===== src/rtl/uart_rx_tagged.sv =====
module uart_rx_tagged #(
  parameter int OVS = 16
)(
  input  logic        clk,
  input  logic        rst_n,
  input  logic        sample_tick,
  input  logic        rxd,
  input  logic [3:0]  cfg_len,
  input  logic [1:0]  cfg_parity,
  input  logic        cfg_two_stop,
  input  logic        rx_en_cmd,
  input  logic        rx_dis_cmd,
  input  logic        rd_stb,
  output logic [15:0] rd_word,
  output logic        rx_valid,
  input  logic [1:0]  if_set,
  input  logic [1:0]  if_clr,
  input  logic [1:0]  if_en,
  output logic [1:0]  irq_flags,
  output logic        irq,
  output logic        rx_active
);
  localparam int CW = $clog2(OVS);
  localparam int DW = 9;
  localparam int EW = DW + 2;
  localparam logic [CW-1:0] MID  = CW'(OVS / 2 - 1);
  localparam logic [CW-1:0] LAST = CW'(OVS - 1);

  typedef enum logic [2:0] {S_IDLE, S_START, S_DATA, S_PAR, S_STOP, S_STOP2} st_t;

  st_t           st;
  logic [CW-1:0] cnt;
  logic [3:0]    bidx;
  logic [DW-1:0] shreg;
  logic          par_bit, hi_seen, rx_on;
  logic          sync1, rxd_s;

  logic [3:0] eff_len;
  assign eff_len = (cfg_len < 4'd4) ? 4'd4 : (cfg_len > 4'd9) ? 4'd9 : cfg_len;

  wire par_en  = cfg_parity[1];
  wire running = rx_on && !rx_dis_cmd;
  wire at_last = (cnt == LAST);

  always_ff @(posedge clk or negedge rst_n) begin
    if (!rst_n) begin
      sync1 <= 1'b1;
      rxd_s <= 1'b1;
    end else begin
      sync1 <= rxd;
      rxd_s <= sync1;
    end
  end

  always_ff @(posedge clk or negedge rst_n) begin
    if (!rst_n) begin
      rx_on   <= 1'b0;
      st      <= S_IDLE;
      cnt     <= '0;
      bidx    <= '0;
      shreg   <= '0;
      par_bit <= 1'b0;
      hi_seen <= 1'b0;
    end else begin
      if (rx_dis_cmd)     rx_on <= 1'b0;
      else if (rx_en_cmd) rx_on <= 1'b1;
      if (!running) begin
        st  <= S_IDLE;
        cnt <= '0;
      end else if (sample_tick) begin
        case (st)
          S_IDLE: begin
            if (rxd_s) hi_seen <= 1'b1;
            else if (hi_seen) begin
              st      <= S_START;
              cnt     <= '0;
              hi_seen <= 1'b0;
              shreg   <= '0;
              bidx    <= '0;
            end
          end
          S_START: begin
            if (cnt == MID) begin
              cnt <= '0;
              st  <= rxd_s ? S_IDLE : S_DATA;
            end else cnt <= cnt + 1'b1;
          end
          S_DATA: begin
            if (at_last) begin
              cnt         <= '0;
              shreg[bidx] <= rxd_s;
              bidx        <= bidx + 4'd1;
              if (bidx == eff_len - 4'd1) st <= par_en ? S_PAR : S_STOP;
            end else cnt <= cnt + 1'b1;
          end
          S_PAR: begin
            if (at_last) begin
              cnt     <= '0;
              par_bit <= rxd_s;
              st      <= S_STOP;
            end else cnt <= cnt + 1'b1;
          end
          S_STOP: begin
            if (at_last) begin
              cnt <= '0;
              st  <= cfg_two_stop ? S_STOP2 : S_IDLE;
            end else cnt <= cnt + 1'b1;
          end
          S_STOP2: begin
            if (at_last) begin
              cnt <= '0;
              st  <= S_IDLE;
            end else cnt <= cnt + 1'b1;
          end
          default: st <= S_IDLE;
        endcase
      end
    end
  end

  wire push     = running && sample_tick && (st == S_STOP) && at_last;
  wire ferr_now = !rxd_s;
  wire perr_now = par_en && ((^shreg) ^ par_bit ^ cfg_parity[0]);

  logic [EW-1:0] mem [2];
  logic          wp, rp;
  logic [1:0]    count;

  wire pop    = rd_stb && (count != 2'd0);
  wire accept = push && ((count != 2'd2) || pop);
  wire ovf    = push && !accept;

  always_ff @(posedge clk) begin
    if (accept) mem[wp] <= {ferr_now, perr_now, shreg};
  end

  always_ff @(posedge clk or negedge rst_n) begin
    if (!rst_n) begin
      wp    <= 1'b0;
      rp    <= 1'b0;
      count <= '0;
    end else begin
      if (accept) wp <= ~wp;
      if (pop)    rp <= ~rp;
      case ({accept, pop})
        2'b10:   count <= count + 2'd1;
        2'b01:   count <= count - 2'd1;
        default: count <= count;
      endcase
    end
  end

  always_ff @(posedge clk or negedge rst_n) begin
    if (!rst_n) irq_flags <= '0;
    else        irq_flags <= (irq_flags & ~if_clr) | if_set | {ovf, accept};
  end

  logic [EW-1:0] head;
  assign head      = mem[rp];
  assign rx_valid  = (count != 2'd0);
  assign rd_word   = rx_valid ? {head[EW-1], head[EW-2], 5'd0, head[DW-1:0]} : 16'h0000;
  assign irq       = |(irq_flags & if_en);
  assign rx_active = rx_on;
endmodule


===== config.mk =====
export PLATFORM = sky130hd
export DESIGN_NAME = uart_rx_tagged
export DESIGN_NICKNAME = d
export VERILOG_FILES = /design/src/rtl/uart_rx_tagged.sv
export SDC_FILE = /design/constraint.sdc
export NUM_CORES = 1
export LEC_CHECK = 0
export BUFFER_PORTS_ARGS = -buffer_cell sky130_fd_sc_hd__buf_2
export CORE_MARGIN = 2
export CORE_UTILIZATION = 35
export DETAILED_ROUTE_END_ITERATION = 10
export PLACE_DENSITY_LB_ADDON = 0.08
export REMOVE_ABC_BUFFERS = 1
export SLEW_MARGIN = 20
export SYNTH_ARGS = -nofsm -noshare
export SYNTH_HDL_FRONTEND = slang
export SYNTH_SLANG_ARGS = --single-unit

===== constraint.sdc =====
create_clock -name clk -period 6 [get_ports clk]
set_clock_uncertainty 0.1 [all_clocks]
set_input_delay 0.3 -clock clk [delete_from_list [all_inputs] [get_ports clk]]
set_output_delay 0.3 -clock clk [all_outputs]
set_load 0.05 [all_outputs]

* Word-level counts from Yosys, hierarchy flattened *
Memory sizes are Yosys's and may differ from the RTL's.
Cells that the tools add are included.

storage, ports and cells
  logic and storage cells = 121
  memories = 1
  memory bits (writable) = 22
  flip-flop bits (word level) = 31

operators by class
  bitwise gates (word level) = 9
  add/sub/neg operators = 5
  mux-type cells = 39
  equality and inequality tests = 24
  $lt $le $gt $ge = 4
  reduce and logical (&&, ||, !) cells = 26

memory list
  name  words  bits a word  rd ports  clocked after memory_dff  write ports  line  source
  mem   2      11           1         0                         1            125   logic [EW-1:0] mem [2];

operator list
  kind                                                                  number
  3-bit two-way mux                                                     12
  4-bit two-way mux                                                     9
  9-bit two-way mux                                                     3
  3-bit != test, second input constant                                  8
  3-bit one-hot mux with 6 select lines                                 1
  9-bit one-hot mux with 2 select lines                                 1
  16-bit two-way mux                                                    1
  4-bit one-hot mux with 3 select lines                                 1
  2-bit != test, second input constant                                  5
  9-bit bitwise mux                                                     1
  1-bit logical AND                                                     9
  9-bit AND reduction                                                   1
  9-bit parity                                                          1
  4-bit by 1-bit adder with 4-bit output, second input constant         2
  4-bit one-hot mux with 2 select lines                                 1
  4-bit AND reduction                                                   2
  2-bit nonzero test                                                    4
  3-bit by 2-bit == test with 1-bit output, second input constant       2
  3-bit == test, second input constant                                  2
  1-bit two-way mux                                                     6
  6-bit AND reduction                                                   1
  4-bit by 5-bit < comparator with 1-bit output, second input constant  1
  2-bit bitwise AND                                                     2
  1-bit demux with 4-bit select                                         1
  25 further kinds                                                      30

* Logic depth before layout (Yosys ltp) *
  depth in word-level cells = 10
  mapped depth = 9
  gate-level depth less buffers = 9

* Least setup slack after synthesis *
Ideal clock, no wire load.

  kind = register to register
  start point = register rx_on, in the netlist rx_active
  end point = memory mem[1][0] (netlist name), enable pin
  clock period less this slack = 2373 ps
  path buffers = 0
  cell stages (with the launch flop) = 6
  setup slack = 3627 ps
  arrival = 1894 ps
  path through = dfrtp_1 -> and2b_1 -> and3_1 -> and3_1 -> nand2b_1 -> nor2_1

on the way
  cells in the longest elaborated chain, start to end = 7

ends and longest elaborated chain
  item                                     line  source
  start: declaration                       35    logic par_bit, hi_seen, rx_on;
  start signal: assignment                 57    rx_on <= 1'b0;
  start signal: assignment                 65    if (rx_dis_cmd) rx_on <= 1'b0;
  start signal: assignment                 66    else if (rx_en_cmd) rx_on <= 1'b1;
  1-bit logical AND                        42    wire running = rx_on && !rx_dis_cmd;
  1-bit logical AND (3 in a row)           121   wire push = running && sample_tick && (st == S_STOP) && at_last;
  1-bit logical AND                        130   wire accept = push && ((count != 2'd2) || pop);
  1-bit two-way mux                        134   if (accept) mem[wp] <= {ferr_now, perr_now, shreg};
  1-bit two-way mux (not written as such)  134
  end: declaration                         125

Every way passes these cells.

* Worst setup path after layout *
  start point = register cnt[0]
  end point = memory mem[1][9] (netlist name), enable pin

on the way
  cells in the longest elaborated chain, start to end = 5

ends and longest elaborated chain
  item                                     line  source
  start: declaration                       32    logic [CW-1:0] cnt;
  start signal: assignment                 86    end else cnt <= cnt + 1'b1;
  start signal: assignment                 94    end else cnt <= cnt + 1'b1;
  start signal: assignment                 101   end else cnt <= cnt + 1'b1;
  4-bit == test                            43    wire at_last = (cnt == LAST);
  1-bit logical AND                        121
  1-bit logical AND                        130
  1-bit two-way mux                        134
  1-bit two-way mux (not written as such)  134

Every way passes these cells.

==> Implementation_results.wiki <==
{| class="wikitable"
! Metric !! Value
|-
| Netlist Area Pre-Place || 0.002796 mm²
|-
| Clock tree from TritonCTS || built
|-
| Core Util, Final || 41.03%
|-
| Cell internal power dissipation || 0.5959 mW
|-
| Register clock-pin slew on the reported worst setup and hold paths || 90 ps
|-
| Power Density || 278.0 mW/mm²
|-
| RSZ-0062 raised after global routing || false
|-
| Area of the core region || 0.007727 mm²
|-
| Cell breakdown of the critical path || ha_1 > and3_1 > and3_1 > and3_1 > nand2b_1 > nor2_1
|-
| TritonCTS sink count || 53
|-
| Final Cell Area || 0.003171 mm²
|-
| Power dissipated by switching net loads || 0.2855 mW
|-
| Final Routed Wirelength || 5311 µm
|-
| Final period util || 43.48%
|-
| Final hold violations || 0
|-
| HPWL reported at the end of detailed placement || 3930 µm
|-
| Vias/cell || 4.867
|-
| Number of remaining DRC errors || 0
|-
| Slowest stage cell, crit path || sky130_fd_sc_hd__nor2_1
|-
| Static power due to leakage || 1.388 nW
|-
| Synth top area cells || sky130_fd_sc_hd__dfrtp_1, sky130_fd_sc_hd__edfxtp_1, sky130_fd_sc_hd__mux2i_1
|-
| First-pass GRT wire length || 9266 µm
|-
| Number of violations reported at the end of detailed-routing iteration 0 || 77
|-
| Count of yosys warnings during synthesis || 0
|-
| Routability Congestion || 0.7514
|-
| EDFF count, synth || 22
|-
| Count of mapped cells out of synthesis || 262
|-
| Max Cap Viol || 0
|-
| H-Tree Depth || 2
|-
| Outcome || finished, final reports clean
|-
| Crit path capture type || flop
|-
| Number of antenna violations at the first check in global routing || 0
|-
| DIE AREA || 0.008721 mm²
|-
| Placed cell area || 0.003039 mm²
|-
| Most repeated library cell on the critical path || sky130_fd_sc_hd__and3_1
|-
| Required time reported for the critical path endpoint || 5830 ps
|-
| Total iterations of the first detailed-routing run || 5
|-
| Final-layout setup total negative slack || 0 ps
|-
| Maximum cell stage delay along the critical path || 720 ps
|-
| Maximum clock path buffer count || 2
|-
| Synthesis-stage register bit count || 53
|-
| Synthesized area per cell || 10.67 µm²
|-
| Post-synthesis cell type with the largest combined area || sky130_fd_sc_hd__dfrtp_1
|-
| Number of gates given a new drive strength after cts || 0
|-
| Via count of the first global-routing pass || 1964
|-
| Final number of max-transition violations || 0
|-
| Final setup violation count || 0
|-
| Post-synth ARST share || 58.49%
|-
| Critical path start-end classification || reg2reg
|-
| Placement row count || 32
|-
| Wire length per cell || 13.31 µm
|-
| Boundary pin count || 41
|-
| Startpoint type of the worst setup path || flop
|-
| Source-to-sink clock delay at the later pin of the worst-skew pair || 300 ps
|-
| Top fanout value on the critical path || 11
|-
| Hold crit path type || in2reg
|-
| Worst endpoint data arrival time || 2440 ps
|-
| Predominant post-synthesis flop cell || sky130_fd_sc_hd__dfrtp_1
|-
| Sequential cell fraction of total power || 49.3%
|-
| Transition at the pin with the smallest max-transition slack || 893.6 ps
|-
| Maximum achievable frequency || 383.3 MHz
|-
| Pin count of the biggest net entering global routing || 32
|-
| Most repeated cell in the gate-level netlist after synthesis || sky130_fd_sc_hd__dfrtp_1
|-
| Num CTS Buffers || 5
|-
| CTS root buf || sky130_fd_sc_hd__clkbuf_8
|-
| Postcts setup bufs || 0
|-
| GRT overflow || 0
|-
| Fraction of final layout cells with drive strength greater than 1 || 17.17%
|-
| Number of buffer and inverter stages on the critical path || 0
|-
| Max transition margin || 40.20%
|-
| Total Routing Usage GR || 13.43%
|-
| Portion of total power attributed to the clock network || 27.3%
|-
| Ant. Diodes || 0
|-
| Library cells used by synthesis || 49
|-
| IO buf count || 35
|-
| Minimum period implied by the final worst setup slack || 2609 ps
|-
| Hold buffer count at cts || 2
|-
| Net Sw Frac || 32.39%
|-
| Vias || 1942
|-
| Synth cell count leaders || sky130_fd_sc_hd__dfrtp_1, sky130_fd_sc_hd__nand2_1, sky130_fd_sc_hd__edfxtp_1, sky130_fd_sc_hd__nor2_1, sky130_fd_sc_hd__mux2i_1
|-
| Peak supply drop || 0.08435 mV
|-
| Post-synth top area share || 25.95%
|-
| X dimension of the die || 93.39 µm
|-
| Area Growth Syn to Fin || 13.38%
|-
| Proportion of power drawn by combinational gates || 23.3%
|-
| Top Family by Delay on Critical Path || simple AND/OR/NAND/NOR gates
|-
| Number of nets with antenna violations after detailed routing || 0
|-
| Post-synthesis sequential area ratio || 51.45%
|-
| Layout net count || 323
|-
| Initial cell density of the core || 36.19%
|-
| Height of the die || 93.39 µm
|}
## cell usage in the layout, fill, tap and decap left out, types with 4 or more instances in the layout
master / instances
sky130_fd_sc_hd__buf_2: 35
sky130_fd_sc_hd__dfrtp_1: 29
sky130_fd_sc_hd__nand2_1: 26
sky130_fd_sc_hd__nor2_1: 22
sky130_fd_sc_hd__edfxtp_1: 22
sky130_fd_sc_hd__mux2i_1: 16
sky130_fd_sc_hd__xnor2_1: 14
sky130_fd_sc_hd__inv_1: 10
sky130_fd_sc_hd__o21ai_0: 10
sky130_fd_sc_hd__a22o_1: 9
sky130_fd_sc_hd__and3_1: 8
sky130_fd_sc_hd__a21oi_1: 8
sky130_fd_sc_hd__ha_1: 7
sky130_fd_sc_hd__nand2b_1: 6
sky130_fd_sc_hd__nand3_1: 6
sky130_fd_sc_hd__conb_1: 5
sky130_fd_sc_hd__clkbuf_8: 5
sky130_fd_sc_hd__nor2b_1: 4
sky130_fd_sc_hd__xor2_1: 4
## logic make-up after synthesis
family / count (synthesis) / synth area share, %
AND/OR/NAND/NOR: 95 / 17.72
buffers and inverters: 24 / 4.027
XOR/XNOR: 18 / 5.638
adder cells (fa/ha/maj): 7 / 3.132
multiplexers: 16 / 5.727
flip-flops: 53 / 51.45
other: 1 / 0.1341
AO/OA/AOI/OAI: 48 / 12.17
## per-layer routing
layer / vias up / track usage [%] / routed length, µm
li1: 992 / - / -
met4: 0 / 3.676 / 63
met2: 37 / 22.42 / 2449
met1: 907 / 17.94 / 2618
met5: - / 0 / 0
met3: 6 / 2.417 / 179
## power by group through the flow
stage                     sequential, mW  clock [mW]  combinational [mW]
after floorplan                    0.438           0               0.153
after global placement             0.444           0               0.208
after detailed placement           0.444           0               0.208
after CTS                          0.436       0.253               0.209
after global routing               0.440       0.268               0.226
final                              0.435       0.241               0.206
## worst register-to-register path, stage by stage, from the launching register on
cell                       delay, ps
sky130_fd_sc_hd__dfrtp_1         390
sky130_fd_sc_hd__ha_1            230
sky130_fd_sc_hd__and3_1          240
sky130_fd_sc_hd__and3_1          180
sky130_fd_sc_hd__and3_1          200
sky130_fd_sc_hd__nand2b_1        170
sky130_fd_sc_hd__nor2_1          720
## path summary, 6_finish.rpt
kind | start | endpoint | slack, ps | cells after the start
worst max-delay path | cnt[0] | mem[1][9] | 3390 | 6
worst min-delay path | rx_dis_cmd | rx_active | 60 | 2
worst max register to register | cnt[0] | mem[1][9] | 3390 | 6
worst min register to register | sync1 | rxd_s | 260 | 0
max in group asynchronous | rst_n | hi_seen | 4860 | 2
min in group asynchronous | rst_n | irq_flags[0] | 480 | 2
## per-stage QoR
step                      hold WS (ps)  power [mW]  instances  setup slack [ps]
final                            58.59      0.8814        399              3391
after global routing             58.69      0.9337        399              3149
after CTS                        47.21      0.8992        399              3314
after detailed placement         246.9      0.6521        389              3338
after global placement           246.8      0.6515        389              3420
after floorplan                 -95.59      0.5914        252              3627
## layout make-up
cell class,count,area (µm²)
Clock inverter,2,38.79
Multi-Input combinational cell,189,1260
Timing Repair Buffer,37,195.2
Sequential cell,53,1439
Inverter,10,37.54
Clock buffer,6,72.57
Fill cell,765,4557
Tap cell,102,127.6
## state kept, by name, summed over array words and instances, names as in the netlist
register   count
st             3
cnt            4
par_bit        1
count          2
shreg          9
mem           22
sync1          1
bidx           4
wp             1
rx_active      1
rp             1
hi_seen        1
rxd_s          1
irq_flags      2
No activity file was read; power rests on OpenSTA's default activity.
